[config.mk]
export PLATFORM = sky130hd
export DESIGN_NAME = card_power_seq
export DESIGN_NICKNAME = d
export VERILOG_FILES = /design/src/rtl/card_seq_pkg.sv /design/src/rtl/card_seq_tick.sv /design/src/rtl/card_seq_tcount.sv /design/src/rtl/card_seq_delay.sv /design/src/rtl/card_seq_fsm.sv /design/src/rtl/card_power_seq.sv
export SDC_FILE = /design/constraint.sdc
export NUM_CORES = 1
export LEC_CHECK = 0
export ABC_AREA = 0
export BUFFER_PORTS_ARGS = -buffer_cell sky130_fd_sc_hd__buf_4
export CORE_ASPECT_RATIO = 0.8
export CORE_MARGIN = 4
export CORE_UTILIZATION = 53
export DETAILED_ROUTE_END_ITERATION = 7
export PLACE_DENSITY_LB_ADDON = 0.15
export SYNTH_ARGS = -nofsm -noshare
export SYNTH_HDL_FRONTEND = slang
export SYNTH_SLANG_ARGS = --single-unit
[constraint.sdc]
create_clock -name clk -period 2.6 [get_ports clk]
set_input_delay 0.78 -clock clk [delete_from_list [all_inputs] [get_ports clk]]
set_output_delay 0.78 -clock clk [all_outputs]
set_load 0.02 [all_outputs]
[src/rtl/card_seq_pkg.sv]
package card_seq_pkg;

  typedef enum logic [3:0] {
    S_IDLE,
    S_CONV,
    S_VCC,
    S_IO,
    S_ACTIVE,
    S_D_RST,
    S_D_CLKOFF,
    S_D_IOLOW,
    S_D_RAMPDN,
    S_D_OFF
  } seq_state_e;

  typedef struct packed {
    logic conv;
    logic ramp;
    logic io_rx;
    logic io_low;
    logic clk;
    logic grounded;
  } card_lines_t;

  localparam card_lines_t LINES_PARKED = '{conv: 1'b0, ramp: 1'b0, io_rx: 1'b0,
                                           io_low: 1'b0, clk: 1'b0, grounded: 1'b1};

endpackage

[src/rtl/card_seq_tick.sv]
// Free-running divider: one tick per DIV fast cycles, plus a mid-period pulse.
module card_seq_tick #(
  parameter int unsigned DIV = 64
) (
  input  logic clk,
  input  logic rst,
  output logic tick,
  output logic half
);
  localparam int unsigned W = (DIV > 2) ? $clog2(DIV) : 1;

  logic [W-1:0] cnt_q;

  always_ff @(posedge clk) begin
    if (rst)                       cnt_q <= '0;
    else if (cnt_q == W'(DIV - 1)) cnt_q <= '0;
    else                           cnt_q <= cnt_q + 1'b1;
  end

  assign tick = (cnt_q == W'(DIV - 1));
  assign half = (cnt_q == W'(DIV / 2 - 1));
endmodule

[src/rtl/card_seq_tcount.sv]
// Counts ticks since the last anchor point, saturating at MAXC.
module card_seq_tcount #(
  parameter int unsigned MAXC = 76,
  localparam int unsigned W = $clog2(MAXC + 1)
) (
  input  logic         clk,
  input  logic         rst,
  input  logic         clr,
  input  logic         tick,
  output logic [W-1:0] count
);
  always_ff @(posedge clk) begin
    if (rst || clr)                         count <= '0;
    else if (tick && (count != W'(MAXC)))   count <= count + 1'b1;
  end
endmodule

[src/rtl/card_seq_delay.sv]
// Fast-cycle one-shot: expires CYC cycles after load while active.
module card_seq_delay #(
  parameter int unsigned CYC = 13
) (
  input  logic clk,
  input  logic rst,
  input  logic load,
  input  logic active,
  output logic expired
);
  localparam int unsigned W = (CYC > 1) ? $clog2(CYC) : 1;

  logic [W-1:0] cnt_q;

  always_ff @(posedge clk) begin
    if (rst)                           cnt_q <= '0;
    else if (load)                     cnt_q <= W'(CYC - 1);
    else if (active && cnt_q != '0)    cnt_q <= cnt_q - 1'b1;
  end

  assign expired = active && (cnt_q == '0);
endmodule

[src/rtl/card_seq_fsm.sv]
// Step sequencer with event-driven output registers.
module card_seq_fsm
  import card_seq_pkg::*;
#(
  parameter int unsigned T_VCC     = 32,
  parameter int unsigned T_IO      = 72,
  parameter int unsigned T_CLK_GAP = 4,
  parameter int unsigned T_OFF     = 4,
  parameter int unsigned TCW       = 7
) (
  input  logic           clk,
  input  logic           rst,
  input  logic           tick,
  input  logic           half,
  input  logic [TCW-1:0] tcnt,
  input  logic           dly_expired,
  input  logic           start,
  input  logic           vsel_5v,
  input  logic           rst_release,
  input  logic           vcc_below_min,
  output logic           tcnt_clr,
  output logic           dly_load,
  output logic           dly_active,
  output card_lines_t    lines,
  output logic           vsel_q,
  output logic           card_rst,
  output logic           cnt_start,
  output logic           done
);
  seq_state_e state_q, state_d;
  logic       abort;
  logic       off_due;

  assign abort   = tick && !start;
  assign off_due = tick && (tcnt == TCW'(T_OFF - 1));

  always_comb begin
    state_d  = state_q;
    tcnt_clr = 1'b0;
    dly_load = 1'b0;
    unique case (state_q)
      S_IDLE: if (tick && start) begin
        state_d  = S_CONV;
        tcnt_clr = 1'b1;
      end
      S_CONV: if (abort) begin
        state_d  = S_D_RST;
        tcnt_clr = 1'b1;
      end else if (tick && tcnt == TCW'(T_VCC - 1)) begin
        state_d = S_VCC;
      end
      S_VCC: if (abort) begin
        state_d  = S_D_RST;
        tcnt_clr = 1'b1;
      end else if (tick && tcnt == TCW'(T_IO - 1)) begin
        state_d = S_IO;
      end
      S_IO: if (abort) begin
        state_d  = S_D_RST;
        tcnt_clr = 1'b1;
      end else if (tick && tcnt == TCW'(T_IO + T_CLK_GAP - 1)) begin
        state_d = S_ACTIVE;
      end
      S_ACTIVE: if (abort) begin
        state_d  = S_D_RST;
        tcnt_clr = 1'b1;
      end
      S_D_RST:    if (half) state_d = S_D_CLKOFF;
      S_D_CLKOFF: if (tick) begin
        state_d  = S_D_IOLOW;
        dly_load = 1'b1;
      end
      S_D_IOLOW: begin
        if (off_due)          state_d = S_D_OFF;
        else if (dly_expired) state_d = S_D_RAMPDN;
      end
      S_D_RAMPDN: if (off_due) state_d = S_D_OFF;
      S_D_OFF:    if (vcc_below_min) state_d = S_IDLE;
      default:    state_d = S_IDLE;
    endcase
  end

  assign dly_active = (state_q == S_D_IOLOW);

  always_ff @(posedge clk) begin
    if (rst) begin
      state_q   <= S_IDLE;
      lines     <= LINES_PARKED;
      vsel_q    <= 1'b0;
      card_rst  <= 1'b0;
      cnt_start <= 1'b0;
      done      <= 1'b0;
    end else begin
      state_q   <= state_d;
      cnt_start <= 1'b0;
      done      <= 1'b0;
      card_rst  <= (state_q == S_ACTIVE) && (state_d == S_ACTIVE) && rst_release;
      if (state_d != state_q) begin
        unique case (state_d)
          S_CONV: begin
            lines.conv     <= 1'b1;
            lines.grounded <= 1'b0;
            vsel_q         <= vsel_5v;
          end
          S_VCC:      lines.ramp  <= 1'b1;
          S_IO:       lines.io_rx <= 1'b1;
          S_ACTIVE: begin
            lines.clk <= 1'b1;
            cnt_start <= 1'b1;
          end
          S_D_RST:    ;
          S_D_CLKOFF: lines.clk <= 1'b0;
          S_D_IOLOW: begin
            lines.io_rx  <= 1'b0;
            lines.io_low <= 1'b1;
          end
          S_D_RAMPDN: lines.ramp <= 1'b0;
          S_D_OFF:    lines <= LINES_PARKED;
          S_IDLE:     done <= 1'b1;
          default:    lines <= LINES_PARKED;
        endcase
      end
    end
  end
endmodule

[src/rtl/card_power_seq.sv]
module card_power_seq
  import card_seq_pkg::*;
#(
  parameter int unsigned TICK_DIV  = 64,
  parameter int unsigned T_VCC     = 32,
  parameter int unsigned T_IO      = 72,
  parameter int unsigned T_CLK_GAP = 4,
  parameter int unsigned T_OFF     = 4,
  parameter int unsigned CLK_HZ    = 2_560_000,
  parameter int unsigned DLY_NS    = 5000
) (
  input  logic clk,
  input  logic rst,
  input  logic start,
  input  logic vsel_5v,
  input  logic rst_release,
  input  logic vcc_below_min,
  output logic conv_en,
  output logic vcc_ramp_en,
  output logic vcc_sel_5v,
  output logic io_rx_en,
  output logic io_drive_low,
  output logic card_clk_en,
  output logic card_rst,
  output logic clk_count_start,
  output logic lines_grounded,
  output logic deact_done
);
  localparam int unsigned T_MAX   = T_IO + T_CLK_GAP;
  localparam int unsigned TCW     = $clog2(T_MAX + 1);
  localparam int unsigned DLY_RAW = ((CLK_HZ / 1000) * DLY_NS + 999_999) / 1_000_000;
  localparam int unsigned DLY_CYC = (DLY_RAW < 1) ? 1 : DLY_RAW;

  logic           seq_tick, seq_half;
  logic [TCW-1:0] tcnt;
  logic           tcnt_clr, dly_load, dly_active, dly_expired;
  card_lines_t    lines;

  card_seq_tick #(.DIV(TICK_DIV)) u_tick (
    .clk(clk), .rst(rst), .tick(seq_tick), .half(seq_half)
  );

  card_seq_tcount #(.MAXC(T_MAX)) u_tcnt (
    .clk(clk), .rst(rst), .clr(tcnt_clr), .tick(seq_tick), .count(tcnt)
  );

  card_seq_delay #(.CYC(DLY_CYC)) u_dly (
    .clk(clk), .rst(rst), .load(dly_load), .active(dly_active), .expired(dly_expired)
  );

  card_seq_fsm #(
    .T_VCC(T_VCC), .T_IO(T_IO), .T_CLK_GAP(T_CLK_GAP), .T_OFF(T_OFF), .TCW(TCW)
  ) u_fsm (
    .clk(clk), .rst(rst), .tick(seq_tick), .half(seq_half), .tcnt(tcnt),
    .dly_expired(dly_expired), .start(start), .vsel_5v(vsel_5v),
    .rst_release(rst_release), .vcc_below_min(vcc_below_min),
    .tcnt_clr(tcnt_clr), .dly_load(dly_load), .dly_active(dly_active),
    .lines(lines), .vsel_q(vcc_sel_5v), .card_rst(card_rst),
    .cnt_start(clk_count_start), .done(deact_done)
  );

  assign conv_en        = lines.conv;
  assign vcc_ramp_en    = lines.ramp;
  assign io_rx_en       = lines.io_rx;
  assign io_drive_low   = lines.io_low;
  assign card_clk_en    = lines.clk;
  assign lines_grounded = lines.grounded;
endmodule

# Yosys cells after proc, flatten, opt, wreduce, memory -nomap -nowiden
# Cells that the tools add are included.
# classes
muxes,30
add_sub_neg,3
magnitude_cmp,0
n_eq_ne,25
n_mul,0
shifts,0
div_mod_pow,0
reduce_logical,33
bitwise,6
# ops
operator,count
4-bit two-way mux,16
4-bit one-hot mux with 10 select lines,1
4-bit by 3-bit == test with 1-bit output (second input constant),8
7-bit OR reduction,3
4-bit by 2-bit == test with 1-bit output (second input constant),4
8-bit OR reduction,2
7-bit == test (second input constant),2
1-bit one-hot mux with 2 select lines,7
4-bit == test (second input constant),3
4-bit logical NOT,3
2-bit AND reduction,6
1-bit logical AND,11
4-bit by 1-bit == test with 1-bit output (second input constant),2
7-bit by 1-bit adder with 7-bit output (second input constant),1
7-bit by 2-bit == test with 1-bit output (second input constant),1
7-bit by 5-bit == test with 1-bit output (second input constant),1
7-bit != test (second input constant),1
6-bit by 1-bit adder with 6-bit output (second input constant),1
6-bit by 5-bit == test with 1-bit output (second input constant),1
6-bit == test (second input constant),1
1-bit two-way mux,6
1-bit NOT,6
2-bit OR reduction,3
4-bit != test,1
6 further kinds,6
# word_totals
mem_count,0
input_bits,6
ram_bits,0
mem_bits_ro,0
latch_bits,0
word_cells,112
out_inout_bits,10
reg_bits,31

# Logic depth before layout (Yosys ltp)
# Gate-level depths: netlist of the first run.
# logic_depth
word_depth,9
ltp_mapped,10

# Modules after synthesis
# From an unflattened synthesis of the first run, not the netlist that was laid out.
# unflattened
cells_unflattened,226
hier_area_um2,1953.1
# modules_own_cells
module,instances,seq_area_each_um2,area_per_inst_um2,cells_per_inst
card_seq_fsm,1,280.3,1097.3,129
card_seq_tcount,1,140.1,365.4,43
card_seq_tick,1,120.1,264.0,28
card_seq_delay,1,80.1,226.5,26

# Least setup slack after synthesis of the first run
# Ideal clock, no wire load.
# synth_timing
kind,input to register
start,input start
end,"register, netlist name u_fsm.lines[3]"
setup_time_ns,0.122
stages,7
path_buffers,0
t_arrival_ns,2.423
setup_slack_ns,0.055
cell_sequence,nor4bb_1 > nand4_1 > nor4_1 > nor4_4 > a31oi_2 > nor4b_1 > a311o_1
# synth_between
elab_chain_len,8
# synth_lines
item,line_no,source
start: declaration,card_power_seq.sv:14,"input logic start,"
1-bit logical NOT,card_seq_fsm.sv:34,assign abort = tick && !start;
1-bit logical AND,card_seq_fsm.sv:34,
"4-bit two-way mux, on equally long branches",n/a,
4-bit one-hot mux with 10 select lines (*),card_seq_fsm.sv:41,unique case (state_q)
"4-bit by 1-bit == test with 1-bit output, or another cell as far along",card_seq_fsm.sv:99,unique case (state_d)
7-bit OR reduction (no source line),n/a,
1-bit NOT (no source line),n/a,
2-bit AND reduction (no source line),n/a,
# Every way passes the cells marked *; elsewhere a longest branch is shown, timed or not.
# A chain may end at the register's enable or synchronous reset.

# Worst setup path in the final report of the first run
# layout_timing
start,register u_tcnt.count[1]
end,"register, netlist name u_fsm.lines[1]"
# layout_between
elab_chain_len,9
# layout_lines
item,line_no,source
start: declaration,card_seq_tcount.sv:10,output logic [W-1:0] count
start signal: assignment,card_seq_tcount.sv:14,else if (tick && (count != W'(MAXC))) count <= count + 1'b1;
"7-bit == test, or another cell as far along",card_seq_fsm.sv:61,end else if (tick && tcnt == TCW'(T_IO + T_CLK_GAP - 1)) begin
"1-bit logical AND, on equally long branches","card_seq_fsm.sv:61, card_seq_fsm.sv:49, card_seq_fsm.sv:55",
"4-bit two-way mux, on equally long branches","card_seq_fsm.sv:61, card_seq_fsm.sv:49, card_seq_fsm.sv:55",
"4-bit two-way mux, on equally long branches","card_seq_fsm.sv:58, card_seq_fsm.sv:46, card_seq_fsm.sv:52",
4-bit one-hot mux with 10 select lines (*),card_seq_fsm.sv:41,
"4-bit by 1-bit == test with 1-bit output, or another cell as far along",card_seq_fsm.sv:99,
7-bit OR reduction (no source line),n/a,
1-bit NOT (no source line),n/a,
2-bit AND reduction (no source line),n/a,
# Marked as above.

==> results.json, run 1 <==
{
  "cts_max_level": 2,
  "finClkSkew_ns": 0.005933,
  "start_util": 0.5514,
  "syn-num-nets": 228,
  "path_delay_family": "compound AO/OA/AOI/OAI gates",
  "final_max_slew_viol_count": 0,
  "rows": 19,
  "cp_slowest_cell": "dfxtp_2",
  "drt_iter0_drc": 172,
  "die_area_um2": 4614,
  "cts_tree": "built",
  "syn_inst": 218,
  "hold_class": "reg -> reg",
  "crit_path_end_kind": "flip-flop",
  "cp.depth": 10,
  "cts_hold_buf": 0,
  "layout.nets": 256,
  "ys_warn_count": 0,
  "vias": 1739,
  "synth-seq-area-share": 0.3265,
  "cellPowerDensity_nw_per_um2": 399.9,
  "drive_gt1_frac": 0.2470,
  "start_kind": "flip-flop",
  "grt_use_total": 0.2088,
  "worst_slew_pin_slew_ns": 0.6177,
  "reg2reg_depth": 10,
  "first_pass_iters": 4,
  "dp_hpwl_um": 3312,
  "post-place-ws_ns": -0.05371,
  "cts_sinks": 31,
  "area_growth_pct": 18.83,
  "antenna_found_initial": 0,
  "viasPerCell": 6.017,
  "cp_slowest_stage_delay_ns": 0.37,
  "setup_viol": 0,
  "finalCritPeriodShare": 0.9715,
  "die_h_um": 61.56,
  "ant_nets": 0,
  "drt_wl_total_um": 4605,
  "port_buffers": 15,
  "crit_buf_inv": 3,
  "crit_arrival_ns": 2.70,
  "cp-endpoint": "u_fsm.lines[1]",
  "path_max_fanout": 5,
  "power_leakage_uw": 0.0008449,
  "worstPathCellList": "ha_2 -> nor4b_4 -> nand4_1 -> buf_4 -> o211ai_1 -> a211oi_1 -> buf_4 -> inv_1 -> o21ai_2 -> a311o_1",
  "drv_cap": 0,
  "drcViolationCount": 0,
  "clk-insertion-delay-late_ns": 0.29,
  "synth_ff_type": "dfxtp_1",
  "cts_root_buffer": "clkbuf_8",
  "gr-total-overflow": 0,
  "finalPower_uw": 903.2,
  "cts.clk_slew.worst_paths_ns": 0.07,
  "status": "finished clean",
  "r2r_end": "u_fsm.lines[1]",
  "rrSetupSlack_ns": 0.07,
  "grt_pass1_wl_um": 7293,
  "crit_path_start": "u_tcnt.count[1]",
  "numCtsBuffers": 5,
  "gp_congestion": 0.9737,
  "fin_ws_ns": 0.07417,
  "avgSynthCellArea_um2": 8.718,
  "totalNegativeSetupSlack_ns": 0,
  "finalHoldViolCount": 0,
  "avgRoutedWirePerCell_um": 15.93,
  "synth_common_cells": "31 x dfxtp_1, 23 x nor2_1, 15 x nand2_1, 13 x inv_1, 10 x nor3_1",
  "max_slew_margin": 0.5877,
  "fmax_ghz": 0.3959,
  "synth_top_area_frac": 0.3265,
  "die_w_um": 74.95,
  "grt_max_degree": 21,
  "syn_area_um2": 1901,
  "coreArea_um2": 3447,
  "crit_required_ns": 2.77,
  "timing.final.crit_period_ns": 2.526,
  "synth-edff-count": 0,
  "crit_top_cell": "buf_4",
  "yosysMostFrequentCell": "dfxtp_1",
  "hold_ws_ns": 0.4667,
  "synthArstFlopShare": 0,
  "worstReg2RegStart": "u_tcnt.count[1]",
  "synth_area_leaders": "dfxtp_1 33%, nor2_1 4.5%, xor2_1 4.1%, nand2_1 3.0%, ha_1 2.6%",
  "critical_path_class": "reg -> reg",
  "diodes": 0,
  "ios": 16,
  "ys_types": 66,
  "synth.largest_area_cell": "dfxtp_1",
  "clk_path_buf_depth": 2,
  "vdd_drop_max_uv": 241.3,
  "grt_pass1_vias": 1522,
  "ys_ff_latch": 31
}
==> worst min-delay path by stage <==
stage                          startpoint         endpoint  slack, ns  cells past startpoint
after floorplan           u_tick.cnt_q[0]  u_tick.cnt_q[0]       0.43                      1
after global placement    u_tick.cnt_q[0]  u_tick.cnt_q[0]       0.45                      1
after detailed placement  u_tick.cnt_q[0]  u_tick.cnt_q[0]       0.45                      1
after CTS                 u_tick.cnt_q[0]  u_tick.cnt_q[0]       0.46                      1
after global routing      u_tick.cnt_q[0]  u_tick.cnt_q[0]       0.49                      1
final                     u_tick.cnt_q[0]  u_tick.cnt_q[0]       0.47                      1
==> sequential cells by signal, summed over array words and instances, names as in the netlist <==
name             flops
u_fsm.vsel_q         1
u_tcnt.count         7
u_fsm.state_q        4
u_fsm.done           1
u_fsm.lines          6
u_dly.cnt_q          4
u_tick.cnt_q         6
u_fsm.cnt_start      1
u_fsm.card_rst       1
==> power by group <==
| part | switching [uW] | internal [uW] | total [uW] |
|---|---|---|---|
| sequential | 5.26 | 482 | 487 |
| clock | 180 | 188 | 368 |
| combinational | 25.9 | 22.5 | 48.4 |
==> placed cells by master (no fill, tap or decap), types with 4 or more instances in the layout <==
cell type  synthesis  layout
a21oi_1            4       4
a41oi_1            5       5
buf_4              1      35
clkbuf_8           0       5
dfxtp_1           31      30
inv_1             13      13
nand2_1           15      15
nand3_1            6       6
nand4_1            8       8
nor2_1            23      23
nor2b_1            5       4
nor3_1            10      10
xnor2_1            5       5
xor2_1             9       9
==> layout make-up <==
class	count	area, um^2
well taps	42	52.55
flip-flops and latches	31	621.8
repair buffers	35	262.8
inverters	13	48.80
fillers	279	1189
clock buffers	7	76.32
clock inverters	1	5.005
multi-input cells	160	1191
==> cells by family (layout without fill, tap and decap cells) <==
group / after synthesis / in the layout / share of synthesized area
and+or+nand+nor: 99 / 99 / 0.3180
AOI/OAI and AO/OA: 41 / 41 / 0.1876
DFF: 31 / 31 / 0.3265
buffers and inverters: 27 / 56 / 0.06649
xor gates and xnor gates: 14 / 14 / 0.06452
adders and majority gates: 4 / 4 / 0.02633
muxes: 2 / 2 / 0.01053
==> through the flow <==
step,utilization,cell area [um^2],instances
CTS,0.6417,2212,288
floorplan,-,1901,218
finish,0.6552,2258,289
detailed placement,0.6181,2131,280
global route,0.6552,2258,289
global placement,0.6181,2131,280
==> routing by layer <==
metal  vias to the layer above  GRT usage  part of all wire
met3                         7    0.04894             0.074
met2                        76     0.2866              0.44
met1                       798     0.3079              0.47
met4                         0    0.08883             0.014
met5                         -          0                 0
li1                        858          -                 -
==> timing repair <==
item / 4_1_cts / 5_1_grt
endpoints found under the hold margin: 0 / 0
setup endpoints to repair: 0 / 6
buffers inserted: 0 / 1
gates resized for setup: 0 / 10
Note: power is estimated with default switching activity, not from simulation.
==> run 2, diff against run 1 <==
--- a/config.mk
+++ b/config.mk
@@ -7,9 +7,11 @@
 export LEC_CHECK = 0
 export ABC_AREA = 0
 export BUFFER_PORTS_ARGS = -buffer_cell sky130_fd_sc_hd__buf_4
+export CELL_PAD_IN_SITES_DETAIL_PLACEMENT = 0
+export CELL_PAD_IN_SITES_GLOBAL_PLACEMENT = 2
 export CORE_ASPECT_RATIO = 0.8
 export CORE_MARGIN = 4
-export CORE_UTILIZATION = 53
+export CORE_UTILIZATION = 33
 export DETAILED_ROUTE_END_ITERATION = 7
 export PLACE_DENSITY_LB_ADDON = 0.15
 export SYNTH_ARGS = -nofsm -noshare
==> results.json, run 2 (synthesized netlist as in run 1, its figures left out) <==
{
  "status": "finished clean",
  "grt_pass1_wl_um": 8328,
  "cts_hold_buf": 0,
  "antenna_found_initial": 0,
  "grtUsageMet3": 0.03455,
  "largest_reg_flops": 7,
  "finalPower_uw": 923.4,
  "die_h_um": 75.88,
  "vdd_drop_max_uv": 232.3,
  "fin_area_um2": 2419,
  "hold_class": "reg -> reg",
  "setup_viol": 0,
  "seq_area_um2": 621.8,
  "diodes": 0,
  "crit_buf_inv": 1,
  "dp_cells": 326,
  "cp_slowest_cell": "or4_1",
  "dpl-instance-area_um2": 2251,
  "finalHoldViolCount": 0,
  "multi_input_area_um2": 1210,
  "drv_cap": 0,
  "max_slew_margin": 0.6270,
  "power_leakage_uw": 0.0009171,
  "drive_gt1_frac": 0.2984,
  "port_buffers": 15,
  "finClkSkew_ns": 0.002742,
  "start_kind": "flip-flop",
  "ios": 16,
  "crit_required_ns": 2.76,
  "worstPathCellList": "ha_1 -> and4_4 -> nand2_2 -> or4_1 -> and4bb_4 -> nand3_1 -> buf_4 -> o21ai_2 -> a311o_1",
  "fin_cells": 336,
  "busiest_layer": "met2",
  "dp_hpwl_um": 3754,
  "min_from": "u_tick.cnt_q[0]",
  "regMostFlops": "u_tcnt.count",
  "die_w_um": 92.85,
  "die_area_um2": 7045,
  "viasPerCell": 5.220,
  "start_util": 0.3440,
  "mostFrequentLayoutCells": "47 x buf_4, 30 x dfxtp_1, 23 x nor2_1",
  "rsz0062_at_grt": "false",
  "layout_commonest_cell": "buf_4",
  "crit_arrival_ns": 2.61,
  "timing.final.crit_period_ns": 2.446,
  "cts_tree": "built",
  "grt_max_degree": 21,
  "vias": 1754,
  "gr-total-overflow": 0,
  "drt_iter0_drc": 130,
  "use_met2": 0.2378,
  "gp_congestion": 0.8250,
  "path_delay_family": "simple AND/OR/NAND/NOR gates",
  "critical_path_class": "reg -> reg",
  "final_max_slew_viol_count": 0,
  "largestRegisters": "u_tcnt.count: 7 flops, u_fsm.lines: 6 flops, u_tick.cnt_q: 6 flops",
  "cts_sinks": 31,
  "grt_pass1_vias": 1672,
  "avgRoutedWirePerCell_um": 14.98,
  "worst_slew_pin_slew_ns": 0.5587,
  "numCtsBuffers": 5,
  "path_max_fanout": 7,
  "ant_nets": 0,
  "drt_wl_total_um": 5033,
  "cts_max_level": 2,
  "clk-insertion-delay-late_ns": 0.28,
  "worstReg2RegStart": "u_tick.cnt_q[0]",
  "cts.clk_slew.worst_paths_ns": 0.07,
  "drcViolationCount": 0,
  "gr-usage-met1": 0.2050,
  "crit_path_end_kind": "flip-flop",
  "cts_root_buffer": "clkbuf_8",
  "clk_path_buf_depth": 2,
  "cp_slowest_stage_delay_ns": 0.51,
  "coreArea_um2": 5525,
  "nFillCells": 567,
  "area_growth_pct": 27.25,
  "rows": 24,
  "fmax_ghz": 0.4088,
  "finalCritPeriodShare": 0.9409,
  "first_pass_iters": 4,
  "cellPowerDensity_nw_per_um2": 381.8,
  "grt_use_total": 0.1495,
  "crit_path_start": "u_tick.cnt_q[0]",
  "layout.nets": 268
}
## run 2: worst reg2reg max path: cells and delay by family (launching register included)
family | cells | cell delay (ns)
compound gates | 2 | 0.43
fa+ha+maj | 1 | 0.18
buf+inv | 1 | 0.13
flops | 1 | 0.36
simple gates | 5 | 1.23
## run 2: cell type report
cell class                 instances  area share
timing repair buffer              47      0.1459
multi-input combinational        160      0.5003
tap                               78     0.04035
clock buffer                       6     0.03414
inverter                          13     0.02018
sequential                        31      0.2571
clock inverter                     1    0.002069
## run 2: final timing paths
| check | to | slack (ns) | cells past startpoint |
|---|---|---|---|
| worst min register to register | u_tick.cnt_q[0] | 0.46 | 1 |
| worst min-delay path | u_tick.cnt_q[0] | 0.46 | 1 |
| worst max-delay path | u_fsm.lines[1] | 0.15 | 9 |
| worst max register to register | u_fsm.lines[1] | 0.15 | 9 |
## run 2: repair_timing
item / 4_1_cts / 5_1_grt
endpoints found under the setup margin: 0 / 7
resized for setup: 0 / 12
buffers inserted: 0 / 3
## run 2: stage by stage
stage | hold slack, ns | util | setup WS, ns | setup TNS [ns]
global route | 0.4808 | 0.4377 | 0.003276 | 0
detailed placement | 0.4464 | 0.4074 | -0.07665 | -0.2243
floorplan | 0.4331 | - | 0.05517 | 0
global placement | 0.4429 | 0.4074 | -0.03038 | -0.06376
finish | 0.4617 | 0.4377 | 0.1537 | 0
CTS | 0.4616 | 0.4232 | 0.009757 | 0
## run 2: metal layers
metal  vias up  wire length (um)
li1        885                 -
met1       822              2567
met2        43              2233
met3         4               201
met4         0                31
met5         -                 0
## run 2: power breakdown
| part | leakage [uW] | switching (uW) | internal (uW) | total, uW |
|---|---|---|---|---|
| Combinational | 0.000619 | 27.4 | 24.3 | 51.7 |
| Sequential | 0.000251 | 5.16 | 482 | 487 |
| Clock | 0.0000470 | 177 | 208 | 385 |
==> run 3, diff against run 2 <==
--- a/config.mk
+++ b/config.mk
@@ -14,6 +14,7 @@
 export CORE_UTILIZATION = 33
 export DETAILED_ROUTE_END_ITERATION = 7
 export PLACE_DENSITY_LB_ADDON = 0.15
+export REMOVE_ABC_BUFFERS = 1
 export SYNTH_ARGS = -nofsm -noshare
 export SYNTH_HDL_FRONTEND = slang
 export SYNTH_SLANG_ARGS = --single-unit
==> results.json, run 3 (synthesized netlist as in run 1, its figures left out) <==
{
  "status": "finished clean",
  "fmax_ghz": 0.3979,
  "cts_sinks": 31,
  "fin_ws_ns": 0.08674,
  "port_buffers": 15,
  "start_util": 0.3440,
  "nFillCells": 571,
  "dp_hpwl_um": 3772,
  "drt_wl_total_um": 5217,
  "dp_cells": 324,
  "largest_reg_flops": 7,
  "cp_slowest_cell": "dfxtp_1",
  "rows": 24,
  "cts_root_buffer": "clkbuf_8",
  "cellPowerDensity_nw_per_um2": 380.1,
  "crit_path_start": "u_tcnt.count[0]",
  "grt_pass1_vias": 1648,
  "die_h_um": 75.88,
  "first_pass_iters": 5,
  "start_kind": "flip-flop",
  "drcViolationCount": 0,
  "grt_use_total": 0.1469,
  "timing.final.crit_period_ns": 2.513,
  "avgRoutedWirePerCell_um": 15.57,
  "setup_viol": 0,
  "final_max_slew_viol_count": 0,
  "grt_pass1_wl_um": 8155,
  "cp_slowest_stage_delay_ns": 0.39,
  "regMostFlops": "u_tcnt.count",
  "cp-endpoint": "u_fsm.lines[1]",
  "die_w_um": 92.85,
  "finalCritPeriodShare": 0.9666,
  "clk_path_buf_depth": 2,
  "final_core_util": 0.4352,
  "layout.nets": 266,
  "drive_gt1_frac": 0.2879,
  "cts_tree": "built",
  "rrSetupSlack_ns": 0.09,
  "vdd_drop_max_uv": 207.6,
  "mostFrequentLayoutCells": "44 x buf_4, 30 x dfxtp_1, 23 x nor2_1",
  "reg2reg_depth": 9,
  "max_slew_margin": 0.6170,
  "finalHoldViolCount": 0,
  "cts_max_level": 2,
  "critical_path_class": "reg -> reg",
  "crit_top_cell": "nor4b_4",
  "cp.depth": 9,
  "power_leakage_uw": 0.0008973,
  "cts.clk_slew.worst_paths_ns": 0.07,
  "hold_class": "reg -> reg",
  "crit_buf_inv": 1,
  "drv_cap": 0,
  "fin_cells": 335,
  "crit_path_end_kind": "flip-flop",
  "coreArea_um2": 5525,
  "vias": 1839,
  "clk-insertion-delay-late_ns": 0.28,
  "antenna_found_initial": 0,
  "layout_commonest_cell": "buf_4",
  "ios": 16,
  "worstReg2RegStart": "u_tcnt.count[0]",
  "grt_max_degree": 21,
  "gr-total-overflow": 0,
  "finClkSkew_ns": 0.005444,
  "ant_nets": 0,
  "largestRegisters": "u_tcnt.count: 7 flops, u_fsm.lines: 6 flops, u_tick.cnt_q: 6 flops",
  "path_delay_family": "simple AND/OR/NAND/NOR gates",
  "die_area_um2": 7045,
  "viasPerCell": 5.490,
  "drt_iter0_drc": 140,
  "path_max_fanout": 7,
  "gp_congestion": 0.8720,
  "seq_area_um2": 621.8,
  "multi_input_area_um2": 1225,
  "area_growth_pct": 26.53,
  "rsz0062_at_grt": "false",
  "r2r_end": "u_fsm.lines[1]",
  "worst_slew_pin_slew_ns": 0.5707,
  "worstPathCellList": "ha_4 -> nor4b_4 -> nand4_1 -> buf_4 -> or3_1 -> o211a_2 -> and2_4 -> nor4b_4 -> a311o_1",
  "crit_arrival_ns": 2.68,
  "diodes": 0,
  "crit_required_ns": 2.77,
  "post-place-ws_ns": -0.06992,
  "numCtsBuffers": 5
}
run 3: area by class of cell:
class,count,area share
clock buffers,7,0.03174
clock inverters,1,0.002081
inverters,13,0.02029
multi-input cells,161,0.5094
flip-flops and latches,31,0.2586
well taps,78,0.04058
repair buffers,44,0.1374
run 3: metal layers:
metal	track usage	vias to the layer above	share of wire
met2	0.2099	64	0.43
met4	0.05041	0	0.011
met3	0.04245	8	0.067
li1	-	889	-
met1	0.2108	878	0.49
met5	0	-	0
run 3: power by group:
group	leakage, uW	switching, uW	total, uW	internal (uW)
registers	0.000251	5.51	487	482
clock network	0.0000422	184	372	188
logic	0.000604	28.7	54.5	25.8
total	0.000897	219	914	695
run 3: worst reg2reg max path, cell delays in order (launching register included):
cell     delay (ns)
dfxtp_1        0.39
ha_4           0.19
nor4b_4        0.26
nand4_1        0.18
buf_4          0.18
or3_1          0.35
o211a_2        0.19
and2_4         0.22
nor4b_4        0.14
a311o_1        0.31
run 3: how the worst min path moves through the flow:
| stage | start | depth (start not counted) | slack, ns | end |
|---|---|---|---|---|
| after global routing | u_fsm.lines[2] | 2 | 0.50 | u_fsm.lines[2] |
| after detailed placement | u_fsm.lines[5] | 2 | 0.47 | u_fsm.lines[5] |
| after CTS | u_fsm.lines[5] | 2 | 0.48 | u_fsm.lines[5] |
| after global placement | u_fsm.lines[2] | 2 | 0.46 | u_fsm.lines[2] |
| final | u_fsm.lines[5] | 2 | 0.47 | u_fsm.lines[5] |
| after floorplan | u_tick.cnt_q[0] | 1 | 0.43 | u_tick.cnt_q[0] |
run 3: stage by stage:
| stage | hold WS, ns | cell area [um^2] | TNS, ns | total power, uW |
|---|---|---|---|---|
| 3_3_place_gp | 0.4648 | 2236 | -0.04209 | 549.4 |
| 3_5_place_dp | 0.4674 | 2236 | -0.1686 | 550.7 |
| 2_1_floorplan | 0.4274 | 1823 | 0 | 520.3 |
| 5_1_grt | 0.4965 | 2405 | 0 | 953.9 |
| 6_report | 0.4731 | 2405 | 0 | 914.1 |
| 4_1_cts | 0.4774 | 2318 | 0 | 924.7 |
run 3: what timing repair did:
item | in CTS | in global routing
pin swaps | 0 | 6
cloned | 0 | 1
resized for setup | 1 | 12
hold buffers | 0 | 0
setup buffers | 0 | 2
endpoints found under the setup margin | 2 | 7
